--- config.mk ---
export PLATFORM = sky130hd
export DESIGN_NAME = btb_top
export DESIGN_NICKNAME = d
export VERILOG_FILES = /design/src/rtl/btb_pkg.sv /design/src/rtl/btb_index.sv /design/src/rtl/btb_bias.sv /design/src/rtl/btb_store.sv /design/src/rtl/btb_top.sv
export SDC_FILE = /design/constraint.sdc
export NUM_CORES = 1
export LEC_CHECK = 0
export ABC_AREA = 0
export ABC_CLOCK_PERIOD_IN_PS = 7100
export BUFFER_PORTS_ARGS = -buffer_cell sky130_fd_sc_hd__buf_4
export CAP_MARGIN = 25
export CORE_MARGIN = 2
export CORE_UTILIZATION = 39
export DETAILED_ROUTE_END_ITERATION = 10
export HOLD_SLACK_MARGIN = 0.12
export PLACE_DENSITY = 0.55
export SLEW_MARGIN = 10
export SYNTH_ARGS = -nofsm -noshare
export SYNTH_HDL_FRONTEND = slang
export SYNTH_SLANG_ARGS = --single-unit
export TNS_END_PERCENT = 1
--- constraint.sdc ---
create_clock -name clk -period 7.1 [get_ports clk]
set_clock_uncertainty 0.2 [all_clocks]
set_input_delay 0 -clock clk [delete_from_list [all_inputs] [get_ports clk]]
set_output_delay 0 -clock clk [all_outputs]
set_load 0.03 [all_outputs]
--- src/rtl/btb_pkg.sv ---
package btb_pkg;
  typedef logic [1:0] bias_t;

  localparam bias_t BIAS_MIN  = 2'd0;
  localparam bias_t BIAS_MAX  = 2'd3;
  localparam bias_t BIAS_WNT  = 2'd1;
  localparam bias_t BIAS_WTK  = 2'd2;

  // saturating step of a bias counter
  function automatic bias_t bias_step(input bias_t cur, input logic tk);
    if (tk) return (cur == BIAS_MAX) ? BIAS_MAX : bias_t'(cur + 2'd1);
    else    return (cur == BIAS_MIN) ? BIAS_MIN : bias_t'(cur - 2'd1);
  endfunction
endpackage

--- src/rtl/btb_index.sv ---
module btb_index #(
  parameter int ADDR_W  = 32,
  parameter int IDX_W   = 4,
  parameter int ALIGN_W = 2,
  localparam int TAG_W  = ADDR_W - IDX_W - ALIGN_W
) (
  input  logic [ADDR_W-1:0] pc,
  output logic [IDX_W-1:0]  idx,
  output logic [TAG_W-1:0]  tag
);
  assign idx = pc[ALIGN_W +: IDX_W];
  assign tag = pc[ADDR_W-1 -: TAG_W];
endmodule

--- src/rtl/btb_bias.sv ---
module btb_bias
  import btb_pkg::*;
(
  input  logic  hit,
  input  bias_t cur,
  input  logic  taken,
  output bias_t nxt
);
  always_comb begin
    if (hit)        nxt = bias_step(cur, taken);
    else if (taken) nxt = BIAS_WTK;
    else            nxt = BIAS_WNT;
  end
endmodule

--- src/rtl/btb_store.sv ---
module btb_store
  import btb_pkg::*;
#(
  parameter int ADDR_W = 32,
  parameter int IDX_W  = 4,
  parameter int TAG_W  = 26,
  localparam int DEPTH = 1 << IDX_W
) (
  input  logic              clk,
  input  logic              rst,
  // registered lookup port
  input  logic              rd_en,
  input  logic [IDX_W-1:0]  rd_idx,
  output logic              rd_vld,
  output logic [TAG_W-1:0]  rd_tag,
  output logic [ADDR_W-1:0] rd_tgt,
  output bias_t             rd_bias,
  output logic              rd_cond,
  // asynchronous read for the update path
  input  logic [IDX_W-1:0]  up_idx,
  output logic              up_vld,
  output logic [TAG_W-1:0]  up_tag,
  output bias_t             up_bias,
  // write port
  input  logic              wr_en,
  input  logic [IDX_W-1:0]  wr_idx,
  input  logic [TAG_W-1:0]  wr_tag,
  input  logic [ADDR_W-1:0] wr_tgt,
  input  bias_t             wr_bias,
  input  logic              wr_cond
);
  logic [DEPTH-1:0]  vld;
  logic [TAG_W-1:0]  tag_m  [DEPTH];
  logic [ADDR_W-1:0] tgt_m  [DEPTH];
  bias_t             bias_m [DEPTH];
  logic              cond_m [DEPTH];

  // payload arrays: no reset, read-before-write on a shared address
  always_ff @(posedge clk) begin
    if (wr_en) begin
      tag_m[wr_idx]  <= wr_tag;
      tgt_m[wr_idx]  <= wr_tgt;
      bias_m[wr_idx] <= wr_bias;
      cond_m[wr_idx] <= wr_cond;
    end
    if (rd_en) begin
      rd_tag  <= tag_m[rd_idx];
      rd_tgt  <= tgt_m[rd_idx];
      rd_bias <= bias_m[rd_idx];
      rd_cond <= cond_m[rd_idx];
    end
  end

  // valid bits live in flops so they clear on reset
  always_ff @(posedge clk) begin
    if (rst) begin
      vld    <= '0;
      rd_vld <= 1'b0;
    end else begin
      if (wr_en) vld[wr_idx] <= 1'b1;
      if (rd_en) rd_vld <= vld[rd_idx];
    end
  end

  assign up_vld  = vld[up_idx];
  assign up_tag  = tag_m[up_idx];
  assign up_bias = bias_m[up_idx];
endmodule

--- src/rtl/btb_top.sv ---
module btb_top
  import btb_pkg::*;
#(
  parameter int ADDR_W  = 32,
  parameter int IDX_W   = 4,
  parameter int ALIGN_W = 2
) (
  input  logic              clk,
  input  logic              rst,
  input  logic              lu_valid,
  input  logic [ADDR_W-1:0] lu_pc,
  input  logic              upd_valid,
  input  logic [ADDR_W-1:0] upd_pc,
  input  logic [ADDR_W-1:0] upd_target,
  input  logic              upd_taken,
  input  logic              upd_cond,
  output logic              pred_hit,
  output logic [ADDR_W-1:0] pred_target,
  output logic              pred_taken
);
  localparam int TAG_W = ADDR_W - IDX_W - ALIGN_W;

  logic [IDX_W-1:0]  lu_idx, up_idx;
  logic [TAG_W-1:0]  lu_tag, up_tag;
  logic [TAG_W-1:0]  lu_tag_q;
  logic              lu_q;

  logic              rd_vld, rd_cond;
  logic [TAG_W-1:0]  rd_tag;
  logic [ADDR_W-1:0] rd_tgt;
  bias_t             rd_bias;

  logic              st_vld;
  logic [TAG_W-1:0]  st_tag;
  bias_t             st_bias, new_bias;
  logic              up_hit;

  btb_index #(.ADDR_W(ADDR_W), .IDX_W(IDX_W), .ALIGN_W(ALIGN_W)) u_lu_ix (
    .pc(lu_pc), .idx(lu_idx), .tag(lu_tag));

  btb_index #(.ADDR_W(ADDR_W), .IDX_W(IDX_W), .ALIGN_W(ALIGN_W)) u_up_ix (
    .pc(upd_pc), .idx(up_idx), .tag(up_tag));

  btb_store #(.ADDR_W(ADDR_W), .IDX_W(IDX_W), .TAG_W(TAG_W)) u_store (
    .clk(clk), .rst(rst),
    .rd_en(lu_valid), .rd_idx(lu_idx),
    .rd_vld(rd_vld), .rd_tag(rd_tag), .rd_tgt(rd_tgt),
    .rd_bias(rd_bias), .rd_cond(rd_cond),
    .up_idx(up_idx), .up_vld(st_vld), .up_tag(st_tag), .up_bias(st_bias),
    .wr_en(upd_valid), .wr_idx(up_idx), .wr_tag(up_tag), .wr_tgt(upd_target),
    .wr_bias(new_bias), .wr_cond(upd_cond));

  assign up_hit = st_vld && (st_tag == up_tag);

  btb_bias u_bias (
    .hit(up_hit), .cur(st_bias), .taken(upd_taken), .nxt(new_bias));

  // lookup qualifier and tag travel alongside the array read
  always_ff @(posedge clk) begin
    if (rst) lu_q <= 1'b0;
    else     lu_q <= lu_valid;
    if (lu_valid) lu_tag_q <= lu_tag;
  end

  always_comb begin
    pred_hit    = lu_q && rd_vld && (rd_tag == lu_tag_q);
    pred_taken  = pred_hit && (!rd_cond || rd_bias[1]);
    pred_target = pred_hit ? rd_tgt : '0;
  end
endmodule

==> impl_results.md <==
- CP startpoint: lu_tag_q[22]
- FP Rows: 123
- Worst Setup Path Type: flop to primary output
- Top cell type's share of synthesized area: 71.7%
- Placer Congestion: 0.771
- CP required: 6900 ps
- Cells after synthesis: 1937
- DRC viols: 0
- Post-cts sizing count: 0
- Iter 0 DRT Violations: 2113
- Post-Syn Area: 44500 sq um
- Pins Over Slew Limit: 0
- Layout Utilization: 47.0%
- DP Area: 47500 sq um
- Synth top cells by count: edfxtp_1 (1062), mux4_2 (413), clkbuf_1 (59)
- Cell variety after synth: 45
- Yosys reg bits: 1080
- Fin nets: 2395
- Lkg Pwr: 17.0 nW
- Vias/cell: 5.68
- Core area: 113000 sq um
- Post-route ant nets: 0
- Cell taking the most area after synthesis: edfxtp_1
- Fillers: 9234
- Ys Warns: 0
- Syn nets: 2039
- DIE HEIGHT: 342 microns
- Tcrit/Tclk final: 52.8%
- Post-synth EDFFs: 1062
- DP HPWL: 60100 microns
- Register Area: 32300 sq um
- RSZ-0062 raised after global routing: false
- Main synth FF type: edfxtp_1
- Worst skew pair latency: 690 ps
- Initial antenna violation count: 8
- Fraction of layout cells with a size suffix above 1: 32.7%
- Most common cell in the netlist: edfxtp_1
- Worst Tran Pin Value: 1180 ps
- Area grow syn2layout: 19.3%
- R2R setup slack: 3380 ps
- Maxcap violations: 0
- Clock Tree Root: clkbuf_16
- Setup crit start kind: flop
- Largest net degree at the start of global routing: 141
- Worst VDD drop: 0.201 mV
- Ys async rst share: 0%
- Min-delay src: lu_pc[2]
- Mean Syn Cell Area: 23.0 sq um
- TritonRoute pass-1 iters: 6
- Fin Setup TNS: 0 ps
- Total grt overflow: 0
- Multi-input gate area: 11800 sq um
- Initial core utilization: 39.4%
- Final hold viol count: 0
- Global-route wire length before repair: 166000 microns
- Final Setup Violations: 0
- Largest cells by area after synthesis: edfxtp_1 (72%), mux4_2 (21%), mux2i_1 (1.3%)
- Vias: 22100
- Tmin final: 3750 ps
- Pwr Density: 267 nW/um^2
- Total I/O pin count: 136
- Slew headroom: 21.1%
- Global-route usage over all layers: 19.9%
- CTS tree: done
- Area of the die: 117000 sq um
- CP Max Fanout: 33
- Final Cell Area: 53100 sq um
- Arr. time, crit path: 3550 ps
- Worst-path clk slew: 60 ps
- Final WL: 116000 microns
- Status: complete, no violations
- Register area share after synthesis: 72.5%
- Vias in the first global route: 23600
- Wirelength per Cell: 29.8 microns
- Worst reg2reg path startpoint: u_store.tag_m[5][13]
- Clock Path Buffers: 3
- CTS Buf Count: 113
- CTS hold repair buffers: 179
- Setup crit end kind: primary output
- Dpl ws: 2410 ps
- Post-CTS setup buffers: 0
- Fmax: 267 MHz
- I/O Buffers: 131
- Worst hold path class: primary input to flop
- Chip Width: 342 microns
- Final Worst Setup Slack: 3350 ps
- Clock sink count: 1080
- H-tree depth: 3
## cell usage in the layout, fill, tap and decap left out, drive strengths merged, types with 8 or more instances in the layout
cell type	synthesis	final
a21oi	9	9
and2	33	33
buf	54	175
bufinv	0	15
clkbuf	59	127
clkinv	0	62
dfxtp	18	18
dlygate4sd3	0	179
edfxtp	1062	1062
inv	11	13
mux2i	56	56
mux4	419	419
nand2	8	8
nand3	10	10
nor2	55	55
nor3	14	14
xnor2	36	36
xor2	26	26
## area by class of cell
| class | instances | share of cell area [%] |
|---|---|---|
| flip-flops and latches | 1080 | 60.8 |
| repair buffers | 354 | 6.33 |
| clock inverters | 83 | 1.58 |
| multi-input cells | 733 | 22.2 |
| well taps | 1500 | 3.54 |
| clock buffers | 127 | 5.47 |
| diodes | 1 | 0.00472 |
| inverters | 11 | 0.0778 |
## routing by layer
metal / vias to the layer above / share of wire (%) / track usage, % / wire length (microns)
met3: 179 / 5.9 / 3.03 / 6780
met5: - / 0.061 / 0 / 71
li1: 9112 / - / - / -
met1: 12000 / 42 / 27.8 / 49000
met4: 10 / 2.0 / 4.57 / 2320
met2: 764 / 50 / 32.9 / 57600
## sequential cells by signal, indices dropped and copies added, names as in the netlist
register         cells
lu_tag_q            26
u_store.tag_m      416
u_store.bias_m      32
u_store.vld         16
u_store.rd_vld       1
u_store.rd_cond      1
lu_q                 1
u_store.cond_m      16
u_store.rd_tag      26
u_store.rd_bias      1
u_store.rd_tgt      32
u_store.tgt_m      512
## worst paths after layout
check / cells past startpoint / end
min reg2reg: 2 / u_store.vld[12]
max: 8 / pred_target[8]
min: 3 / u_store.rd_tgt[2]
max reg2reg: 8 / u_store.bias_m[5][0]
## worst max-delay path, cell delays in order (launching register included)
cell,delay [ps]
edfxtp_1,490
xnor2_1,340
nand3_1,290
nor4_1,350
nand4_1,210
nor2_4,120
buf_4,510
and2_1,340
buf_4,200
## logic make-up (layout without fill, tap and decap cells)
family          after synthesis  in the layout  synth area share, %
xor+xnor                     62             62                 1.22
compound gates               46             46                0.723
buf+inv                     124            575                 1.29
other cells                   0              1                    0
simple gates                149            149                 1.74
flops                      1080           1080                 72.5
mux                         476            476                 22.5
## stage by stage
stage,hold WS (ps),power [mW],std cells
CTS,123,14.3,3887
global route,166,14.6,3889
global placement,-20.1,8.24,3494
finish,141,14.2,3889
floorplan,-101,7.90,1937
detailed placement,-20.5,8.27,3498
## power breakdown
part / leakage, nW / switching (mW) / internal (mW)
clock: 1.84 / 2.47 / 3.48
sequential: 9.81 / 0.0596 / 7.18
combinational: 5.33 / 0.507 / 0.461
total: 17.0 / 3.04 / 11.1
Power figures use the tool's default switching activity.
